==> src/rtl/iexu_pkg.sv <==
package iexu_pkg;

  localparam int unsigned INSTR_W = 32;
  localparam int unsigned FIELD_W = 5;
  localparam int unsigned IMM_W   = 16;

  localparam logic [5:0] OPC_REG  = 6'd0;
  localparam logic [5:0] OPC_ADDI = 6'd8;
  localparam logic [5:0] OPC_ORI  = 6'd13;
  localparam logic [5:0] OPC_LUI  = 6'd15;

  localparam logic [5:0] FN_SLL  = 6'd0;
  localparam logic [5:0] FN_ADD  = 6'd32;
  localparam logic [5:0] FN_ADDU = 6'd33;
  localparam logic [5:0] FN_SUBU = 6'd35;
  localparam logic [5:0] FN_OR   = 6'd37;
  localparam logic [5:0] FN_SLT  = 6'd42;

  typedef enum logic [2:0] {
    ALU_ADD,
    ALU_SUB,
    ALU_OR,
    ALU_SLT,
    ALU_SLL,
    ALU_LUI
  } alu_op_e;

  typedef struct packed {
    alu_op_e             op;
    logic                use_imm;
    logic                sext;
    logic                bad;
    logic [FIELD_W-1:0]  dst;
  } ctrl_t;

endpackage

==> src/rtl/iexu_decode.sv <==
module iexu_decode
  import iexu_pkg::*;
#(
  parameter int unsigned XLEN = 32
) (
  input  logic [INSTR_W-1:0] instr_i,
  output ctrl_t              ctrl_o,
  output logic [FIELD_W-1:0] rs_o,
  output logic [FIELD_W-1:0] rt_o,
  output logic [FIELD_W-1:0] shamt_o,
  output logic [XLEN-1:0]    imm_o
);
  localparam int unsigned EXT_W = XLEN - IMM_W;

  logic [5:0]         opc;
  logic [5:0]         fn;
  logic [FIELD_W-1:0] rd;
  logic [IMM_W-1:0]   imm;

  assign opc     = instr_i[31:26];
  assign rs_o    = instr_i[25:21];
  assign rt_o    = instr_i[20:16];
  assign rd      = instr_i[15:11];
  assign shamt_o = instr_i[10:6];
  assign fn      = instr_i[5:0];
  assign imm     = instr_i[15:0];

  always_comb begin
    ctrl_o         = '0;
    ctrl_o.op      = ALU_ADD;
    ctrl_o.dst     = rt_o;
    ctrl_o.use_imm = 1'b1;
    unique case (opc)
      OPC_REG: begin
        ctrl_o.use_imm = 1'b0;
        ctrl_o.dst     = rd;
        case (fn)
          FN_ADD, FN_ADDU: ctrl_o.op = ALU_ADD;
          FN_SUBU:         ctrl_o.op = ALU_SUB;
          FN_OR:           ctrl_o.op = ALU_OR;
          FN_SLT:          ctrl_o.op = ALU_SLT;
          FN_SLL:          ctrl_o.op = ALU_SLL;
          default:         ctrl_o.bad = 1'b1;
        endcase
      end
      OPC_ADDI: begin
        ctrl_o.op   = ALU_ADD;
        ctrl_o.sext = 1'b1;
      end
      OPC_ORI: ctrl_o.op = ALU_OR;
      OPC_LUI: ctrl_o.op = ALU_LUI;
      default: ctrl_o.bad = 1'b1;
    endcase
  end

  assign imm_o = {{EXT_W{ctrl_o.sext & imm[IMM_W-1]}}, imm};

endmodule

==> src/rtl/iexu_alu.sv <==
module iexu_alu
  import iexu_pkg::*;
#(
  parameter int unsigned XLEN = 32
) (
  input  alu_op_e            op_i,
  input  logic [XLEN-1:0]    a_i,
  input  logic [XLEN-1:0]    b_i,
  input  logic [FIELD_W-1:0] shamt_i,
  output logic [XLEN-1:0]    y_o
);
  always_comb begin
    unique case (op_i)
      ALU_ADD: y_o = a_i + b_i;
      ALU_SUB: y_o = a_i - b_i;
      ALU_OR:  y_o = a_i | b_i;
      ALU_SLT: y_o = {{(XLEN-1){1'b0}}, $signed(a_i) < $signed(b_i)};
      ALU_SLL: y_o = b_i << shamt_i;
      ALU_LUI: y_o = b_i << IMM_W;
      default: y_o = '0;
    endcase
  end

endmodule

==> src/rtl/iexu_regfile.sv <==
module iexu_regfile #(
  parameter int unsigned XLEN = 32,
  parameter int unsigned NREG = 32,
  localparam int unsigned AW  = $clog2(NREG)
) (
  input  logic            clk_i,
  input  logic            rst_ni,
  input  logic            we_i,
  input  logic [AW-1:0]   waddr_i,
  input  logic [XLEN-1:0] wdata_i,
  input  logic [AW-1:0]   ra_addr_i,
  output logic [XLEN-1:0] ra_data_o,
  input  logic [AW-1:0]   rb_addr_i,
  output logic [XLEN-1:0] rb_data_o,
  input  logic [AW-1:0]   rc_addr_i,
  output logic [XLEN-1:0] rc_data_o
);
  logic [XLEN-1:0] bank [NREG];

  for (genvar g = 0; g < NREG; g++) begin : g_row
    if (g == 0) begin : g_zero
      assign bank[g] = '0;
    end else begin : g_flop
      logic [XLEN-1:0] q;
      always_ff @(posedge clk_i or negedge rst_ni) begin
        if (!rst_ni)                        q <= '0;
        else if (we_i && waddr_i == AW'(g)) q <= wdata_i;
      end
      assign bank[g] = q;
    end
  end

  assign ra_data_o = bank[ra_addr_i];
  assign rb_data_o = bank[rb_addr_i];
  assign rc_data_o = bank[rc_addr_i];

endmodule

==> src/rtl/int_exec_unit.sv <==
module int_exec_unit
  import iexu_pkg::*;
#(
  parameter int unsigned XLEN = 32,
  parameter int unsigned NREG = 32,
  localparam int unsigned AW  = $clog2(NREG)
) (
  input  logic               clk_i,
  input  logic               rst_ni,
  input  logic               valid_i,
  input  logic [INSTR_W-1:0] instr_i,
  input  logic [AW-1:0]      dbg_addr_i,
  output logic [XLEN-1:0]    dbg_data_o,
  output logic               illegal_o
);
  ctrl_t              ctrl;
  logic [FIELD_W-1:0] rs, rt, shamt;
  logic [XLEN-1:0]    imm_ext, rs_val, rt_val, op_b, wr_data;
  logic               wr_en, illegal_q;

  iexu_decode #(.XLEN(XLEN)) u_dec (
    .instr_i (instr_i),
    .ctrl_o  (ctrl),
    .rs_o    (rs),
    .rt_o    (rt),
    .shamt_o (shamt),
    .imm_o   (imm_ext)
  );

  assign op_b = ctrl.use_imm ? imm_ext : rt_val;

  iexu_alu #(.XLEN(XLEN)) u_alu (
    .op_i    (ctrl.op),
    .a_i     (rs_val),
    .b_i     (op_b),
    .shamt_i (shamt),
    .y_o     (wr_data)
  );

  assign wr_en = valid_i & ~ctrl.bad;

  iexu_regfile #(.XLEN(XLEN), .NREG(NREG)) u_rf (
    .clk_i     (clk_i),
    .rst_ni    (rst_ni),
    .we_i      (wr_en),
    .waddr_i   (AW'(ctrl.dst)),
    .wdata_i   (wr_data),
    .ra_addr_i (AW'(rs)),
    .ra_data_o (rs_val),
    .rb_addr_i (AW'(rt)),
    .rb_data_o (rt_val),
    .rc_addr_i (dbg_addr_i),
    .rc_data_o (dbg_data_o)
  );

  always_ff @(posedge clk_i or negedge rst_ni) begin
    if (!rst_ni) illegal_q <= 1'b0;
    else         illegal_q <= valid_i & ctrl.bad;
  end

  assign illegal_o = illegal_q;

endmodule

==> config.mk <==
export PLATFORM = sky130hd
export DESIGN_NAME = int_exec_unit
export DESIGN_NICKNAME = d
export VERILOG_FILES = /design/src/rtl/iexu_pkg.sv /design/src/rtl/iexu_decode.sv /design/src/rtl/iexu_alu.sv /design/src/rtl/iexu_regfile.sv /design/src/rtl/int_exec_unit.sv
export SDC_FILE = /design/constraint.sdc
export NUM_CORES = 2
export LEC_CHECK = 0
export CAP_MARGIN = 20
export CORE_ASPECT_RATIO = 0.5
export CORE_MARGIN = 5
export CORE_UTILIZATION = 30
export CTS_CLUSTER_DIAMETER = 40
export DETAILED_ROUTE_END_ITERATION = 8
export GPL_ROUTABILITY_DRIVEN = 0
export GPL_TIMING_DRIVEN = 0
export PLACE_DENSITY = 0.48
export SLEW_MARGIN = 20
export SYNTH_ARGS = -nofsm -noshare
export SYNTH_HDL_FRONTEND = slang
export SYNTH_SLANG_ARGS = --single-unit
==> constraint.sdc <==
create_clock -name clk_i -period 7.2 [get_ports clk_i]
set_input_delay 1.08 -clock clk_i [delete_from_list [all_inputs] [get_ports clk_i]]
set_output_delay 1.08 -clock clk_i [all_outputs]
set_load 0.02 [all_outputs]
# ---- Word-level counts from Yosys, hierarchy flattened
# Index checks and enable logic that the tools add are counted.
dict set report totals {
  elab_cells 144
  in_bits 40
  regBits 993
}
dict set report op_classes {
  n_mux 17
  shift 1
  n_eq_ne 44
  n_reduce_logical 36
  n_lt_le_gt_ge 4
  bitwise 8
  addsub 2
}
# cell n
set op_table {}
lappend op_table {{binary-select mux 32 bit (select 5 bit)} 3}
lappend op_table {{two-way mux 32 bit} 7}
lappend op_table {{case mux 32 bit (6 select lines)} 1}
lappend op_table {{== test 5 bit (second input constant)} 16}
lappend op_table {{== test 5 x 4 -> 1 bit (second input constant)} 8}
lappend op_table {{adder 32 bit} 1}
lappend op_table {{less-than comparator 32 bit} 1}
lappend op_table {{OR 32 bit} 1}
lappend op_table {{<< shifter 32 x 5 -> 32 bit} 1}
lappend op_table {{subtractor 32 bit} 1}
lappend op_table {{logical AND 1 bit} 31}
lappend op_table {{== test 6 bit (second input constant)} 5}
lappend op_table {{== test 5 x 3 -> 1 bit (second input constant)} 4}
lappend op_table {{== test 6 x 4 -> 1 bit (second input constant)} 3}
lappend op_table {{>= comparator 6 bit (second input constant)} 3}
lappend op_table {{inverter 5 -> 6 bit} 3}
lappend op_table {{zero test 6 bit} 2}
lappend op_table {{case mux 3 bit (4 select lines)} 1}
lappend op_table {{== test 5 x 2 -> 1 bit (second input constant)} 2}
lappend op_table {{case mux 3 bit (3 select lines)} 1}
lappend op_table {{== test 3 x 2 -> 1 bit (second input constant)} 2}
lappend op_table {{== test 3 bit (second input constant)} 2}
lappend op_table {{OR reduction 6 bit} 1}
lappend op_table {{== test 5 x 1 -> 1 bit (second input constant)} 1}
lappend op_table {{other kinds (8)} 11}

# ---- Depth between registers and ports, before layout
dict set report logic_depth {
  ltp_word 7
  mapped_depth 25
  ltp_nobuf 19
}

# ---- Modules after synthesis
# Synthesis repeated with hierarchy kept, for this count alone.
dict set report unflattened {
  cells_unflattened 5345
  area_unflattened_um2 68893.6
}
# module cells_per_inst area_per_inst_um2 seq_area_each_um2 n_inst
set by_module_without_submodules {}
lappend by_module_without_submodules {iexu_regfile 4293 61343.8 24823.8 1}
lappend by_module_without_submodules {iexu_alu 928 6358.6 0.0 1}
lappend by_module_without_submodules {iexu_decode 85 609.3 0.0 1}
lappend by_module_without_submodules {int_exec_unit 39 581.8 25.0 1}

# ---- Worst setup path before layout
# Ideal clock, no wire load.
dict set report synth_timing {
  path_type {input to register}
  start {input instr_i[21]}
  end {register u_rf.g_row[26].g_flop.q[30]}
  t_arrival_ns 6.616
  setup_slack_ns 0.447
  cell_stages 20
  setup_time_ns 0.137
  path_cell_list {clkbuf_1 clkbuf_1 buf_1 mux4_2 mux4_2 mux2_2 inv_1 ha_1 fa_1 nor2b_1 o31a_1 o41a_1 a211oi_1 o31ai_1 a221oi_1 o211ai_1 xnor2_1 a2111oi_4 buf_2 a21oi_1}
}
dict set report synth_between {
  elab_chain_len 6
}
# item line
set synth_rtl {}
lappend synth_rtl {{from (decl)} int_exec_unit.sv:11} ;# input logic [INSTR_W-1:0] instr_i,
lappend synth_rtl {{inverter 5 -> 6 bit (implied by the code) *} iexu_regfile.sv:33} ;# assign ra_data_o = bank[ra_addr_i];
lappend synth_rtl {{binary-select mux 32 bit (select 5 bit) *} iexu_regfile.sv:33}
lappend synth_rtl {{two-way mux 32 bit (implied by the code) * (2 in series)} iexu_regfile.sv:33}
lappend synth_rtl {{subtractor 32 bit (tied with other cells)} iexu_alu.sv:15} ;# ALU_SUB: y_o = a_i - b_i;
lappend synth_rtl {{case mux 32 bit (6 select lines) *} iexu_alu.sv:13} ;# unique case (op_i)
lappend synth_rtl {{to (signal assigned)} iexu_regfile.sv:27} ;# else if (we_i && waddr_i == AW'(g)) q <= wdata_i;
lappend synth_rtl {{to (decl)} iexu_regfile.sv:24} ;# logic [XLEN-1:0] q;
# Mark *: on every way between the ends. The rest lies on a longest branch, timed or not. The select of a mux whose other input is x is not followed.
# A chain may end at the register's enable or synchronous reset.

# ---- Worst setup path in the final report
dict set report layout_timing {
  start {input dbg_addr_i[1]}
  end {output dbg_data_o[14]}
}
dict set report layout_between {
  elab_chain_len 4
}
# item line
set layout_rtl {}
lappend layout_rtl {{from (decl)} int_exec_unit.sv:12} ;# input logic [AW-1:0] dbg_addr_i,
lappend layout_rtl {{inverter 5 -> 6 bit (implied by the code)} iexu_regfile.sv:35} ;# assign rc_data_o = bank[rc_addr_i];
lappend layout_rtl {{binary-select mux 32 bit (select 5 bit)} iexu_regfile.sv:35}
lappend layout_rtl {{two-way mux 32 bit (implied by the code) (2 in series)} iexu_regfile.sv:35}
lappend layout_rtl {{to (decl)} int_exec_unit.sv:13} ;# output logic [XLEN-1:0] dbg_data_o,
# Every way passes these cells. The select of a mux whose other input is x is not followed.

==> summary.md <==
The tools report the total I/O pin count as 73. The synthesized design spends more area on one cell type than any other, namely dfrtp_1. The met1 routed wirelength after detailed routing came out at 152000 microns. The DRC violation count after routing is 29.

At the end of the flow the core is filled with cells to 36.1%. Power spread over the standard cell area amounts to 220 nW/um^2. The run gives 552000 microns as the wire length of the first global-routing pass. TritonCTS built the clock tree. The later pin in the worst-skew pair is clocked with a latency of 860 ps. Summed over all cells, the static leakage comes to 33.7 nW.

In the synthesized netlist the async set-or-reset flop fraction comes to 100%. The finished cells cover 81200 sq um. Counting the fill cells in the layout gives 22600.

Entering global routing, the biggest net connects 136 pins. The root buffer cell chosen for the clock tree is clkbuf_16. The tools report the max-slew violation count as 0. After floorplanning, the core was sized to cover 225000 sq um. The worst voltage drop across the vdd grid is 0.264 mV.

The total placed instance area was 73700 sq um. The number of H-tree levels was 4. The kind of start point of the critical path is an input pin. Highest routed metal layer: met5.

The area growth from synthesis to final layout came out at 19.8%. Sequential elements use 36.7% of the synthesized area. The highest achievable clock rate was 134 MHz; the net count after synthesis was 6623. During placement, the flow inserted port buffers numbering 55.

The final reports fail on design-rule violations, max-capacitance violations, negative setup slack. Dividing the final minimum period by the clock period gives 104%. The tools report the number of max-cap violations as 1. In the post-synthesis netlist, the biggest area contributors are dfrtp_1, mux4_2, a21oi_1. The count of standard-cell rows is 123. After clock tree synthesis, the clock-pin slew on the worst setup and hold paths is 60 ps. The run gives 0 as the remaining number of nets flagged by the antenna check after routing.

For the pin with the worst max-slew slack, the measured transition is 1480 ps. The initial antenna violation count was 49. In the final layout, the share of cells above drive strength 1 is 26.5%.

The total wirelength of the detailed-routed design came out at 419000 microns. The register bit total from synthesis is 993, and the count of clock tree sinks is 993. Hold repair after CTS inserted 0 buffers.

Setup violations remaining at the end of the flow were counted as 109. Detailed placement HPWL: 306000 microns. The logs give 37.7 ps for the final clock skew and 161 for the number of buffers inserted during clock tree synthesis.

The tools report the global-route total usage across every layer as 34.3%. The path class of the tightest hold or removal check is input pin to asynchronous set/reset pin. For the final worst-path setup slack, the log shows -286 ps. The x dimension of the die is 682 microns, and the routed via count is 67900.

From bottom edge to top edge, the die measures 346 microns. The worst setup path is captured at a primary output. The tools report the relative slew slack as 0.968%. The netlist uses 100 different library cells.

At the worst endpoint, the arrival time is 6410 ps. The run gives 6937 as the layout net count. For the DRC marker count from the first detailed-route iteration, the log shows 12500. The vias per cell is 6.77, and the routed length per placed instance is 41.7 microns.

The run gives 0 as the remaining global-route overflow. Counting every instance in the synthesized netlist gives 6486. Area of the die: 236000 sq um. During synthesis, Yosys emitted a total of 0 warnings.

The top cell type by area accounts for 36.7% of the synthesized area. The via count of the first global-routing pass was 62200; the initial core utilization was 30.1%. The flow ran to the end, but the final reports show violations. Most common flop cell mapped by yosys: dfrtp_1. The number of enable-type register cells in the synthesized netlist was 0. The critical path data required time was 6120 ps. A synthesized cell averages 10.5 sq um. The first detailed-routing pass took 9 iterations. The largest fanout of any net on the critical path works out to 12.

The run gives 0 as the number of endpoints with negative hold slack in the final report. The run gives 159000 microns as the met2 wire length. The critical path is of the input pin to primary output type. Summing every instance area after synthesis gives 67800 sq um. In this run the deepest clock path goes through 3 buffers.

Counting I/O delays and the setup requirement, the final critical path takes 7490 ps. After detailed routing, the met3 layer carries 75600 microns of wire.
## path summary, 6_finish.rpt
kind	start	to	slack (ps)	cells after the start
max	dbg_addr_i[1]	dbg_data_o[14]	-290	8
min	rst_ni	u_rf.g_row[19].g_flop.q[7]	120	1
max reg2reg	u_rf.g_row[15].g_flop.q[7]	u_rf.g_row[18].g_flop.q[19]	900	16
min reg2reg	u_rf.g_row[7].g_flop.q[7]	u_rf.g_row[7].g_flop.q[7]	520	2
max in group asynchronous	rst_ni	u_rf.g_row[15].g_flop.q[24]	4600	4
min in group clk_i	u_rf.g_row[7].g_flop.q[7]	u_rf.g_row[7].g_flop.q[7]	520	2
## power by group
part           internal, mW  switching, mW  total [mW]  leakage (nW)
sequential             5.79          0.229        6.02          13.8
clock                  5.31           3.36        8.67          2.82
combinational          1.02           2.14        3.16          17.2
total                  12.1           5.73        17.8          33.7
## flip-flops by register name, indices dropped and copies added, names as in the netlist
name	flops
u_rf.g_row.g_flop.q	992
illegal_o	1
## worst max-delay path: stages
cell and delay [ps]:
clkbuf_1 360, clkbuf_1 790, clkbuf_1 1030, clkbuf_1 950
mux4_2 410, mux4_2 730, mux2_2 430, clkdlybuf4s50_1 570
## metal layers
metal | track usage (%) | vias up
li1 | - | 25300
met1 | 42.0 | 34700
met2 | 44.6 | 6347
met3 | 21.2 | 1502
met4 | 18.4 | 56
met5 | 12.9 | -
## cell usage in the layout (no fill, tap or decap), types with 25 or more instances in the layout
cell type,synthesis,layout
a22o_1,67,67
a21oi_1,868,857
a31oi_1,49,47
clkbuf_1,374,270
ha_1,95,93
clkbuf_4,0,29
buf_2,157,152
o211ai_1,28,28
mux2i_1,212,212
dfrtp_1,993,993
buf_6,9,62
nor3_2,3,30
nor3_1,75,46
or3_1,37,33
diode_2,0,94
o21a_1,26,25
clkdlybuf4s50_1,0,50
nor2_1,931,921
mux2_2,182,182
nor4_1,44,36
and2_1,30,27
bufinv_16,0,27
nand3_1,106,102
o21ai_0,312,308
clkbuf_16,0,162
buf_4,27,86
mux4_2,710,710
inv_1,102,101
and3_1,27,26
nand2_1,421,417
o22ai_1,116,115
clkbuf_2,0,79
## cell families after synthesis
group / after synthesis / share of synthesized area, %
multiplexers: 1107 / 29.8
flip-flops: 993 / 36.7
AO/OA/AOI/OAI: 1768 / 15.8
AND/OR/NAND/NOR: 1773 / 11.2
XOR/XNOR: 10 / 0.129
buffers and inverters: 738 / 4.63
adder cells (fa/ha/maj): 97 / 1.81
## final cells by class
class                      count  area [sq um]  share of cell area, %
antenna                       94           235                  0.290
buffer                       624          3400                   4.19
sequential                   993         24800                   30.6
clock buffer                 188          4270                   5.26
clock inverter               115          1600                   1.97
timing repair buffer         160          1940                   2.39
multi-input combinational   4755         40700                   50.2
tap                         3000          3750                   4.62
inverter                     105           394                  0.485
## repair_timing
item                       4_1_cts  5_1_grt
pin swaps                       20       18
gates resized for setup        248      106
buffers inserted                12       11
setup endpoints to repair      933      606
## cell usage after synthesis (all sizes together) (78+ instances only)
cell type and count:
inv 105, mux2 184, a21oi 868, nor3 78
nand2 421, mux2i 213, dfrtp 993, ha 95
clkbuf 374, buf 259, o21ai 315, nor2 931
o22ai 116, nand3 106, mux4 710
## per-stage QoR
stage / setup WS, ps / total power, mW / setup TNS, ps / hold WS [ps] / cells
6_report: -286 / 17.8 / -8310 / 124 / 10000
5_1_grt: -32.8 / 18.1 / -61.0 / 225 / 10000
4_1_cts: 2.56 / 17.5 / 0 / 174 / 9927
3_5_place_dp: -3930 / 8.94 / -2436230 / 509 / 9617
3_3_place_gp: -43240 / 8.86 / - / 497 / 9541
2_1_floorplan: 447 / 7.52 / 0 / 476 / 6486
(Power assumes the default switching activity.)
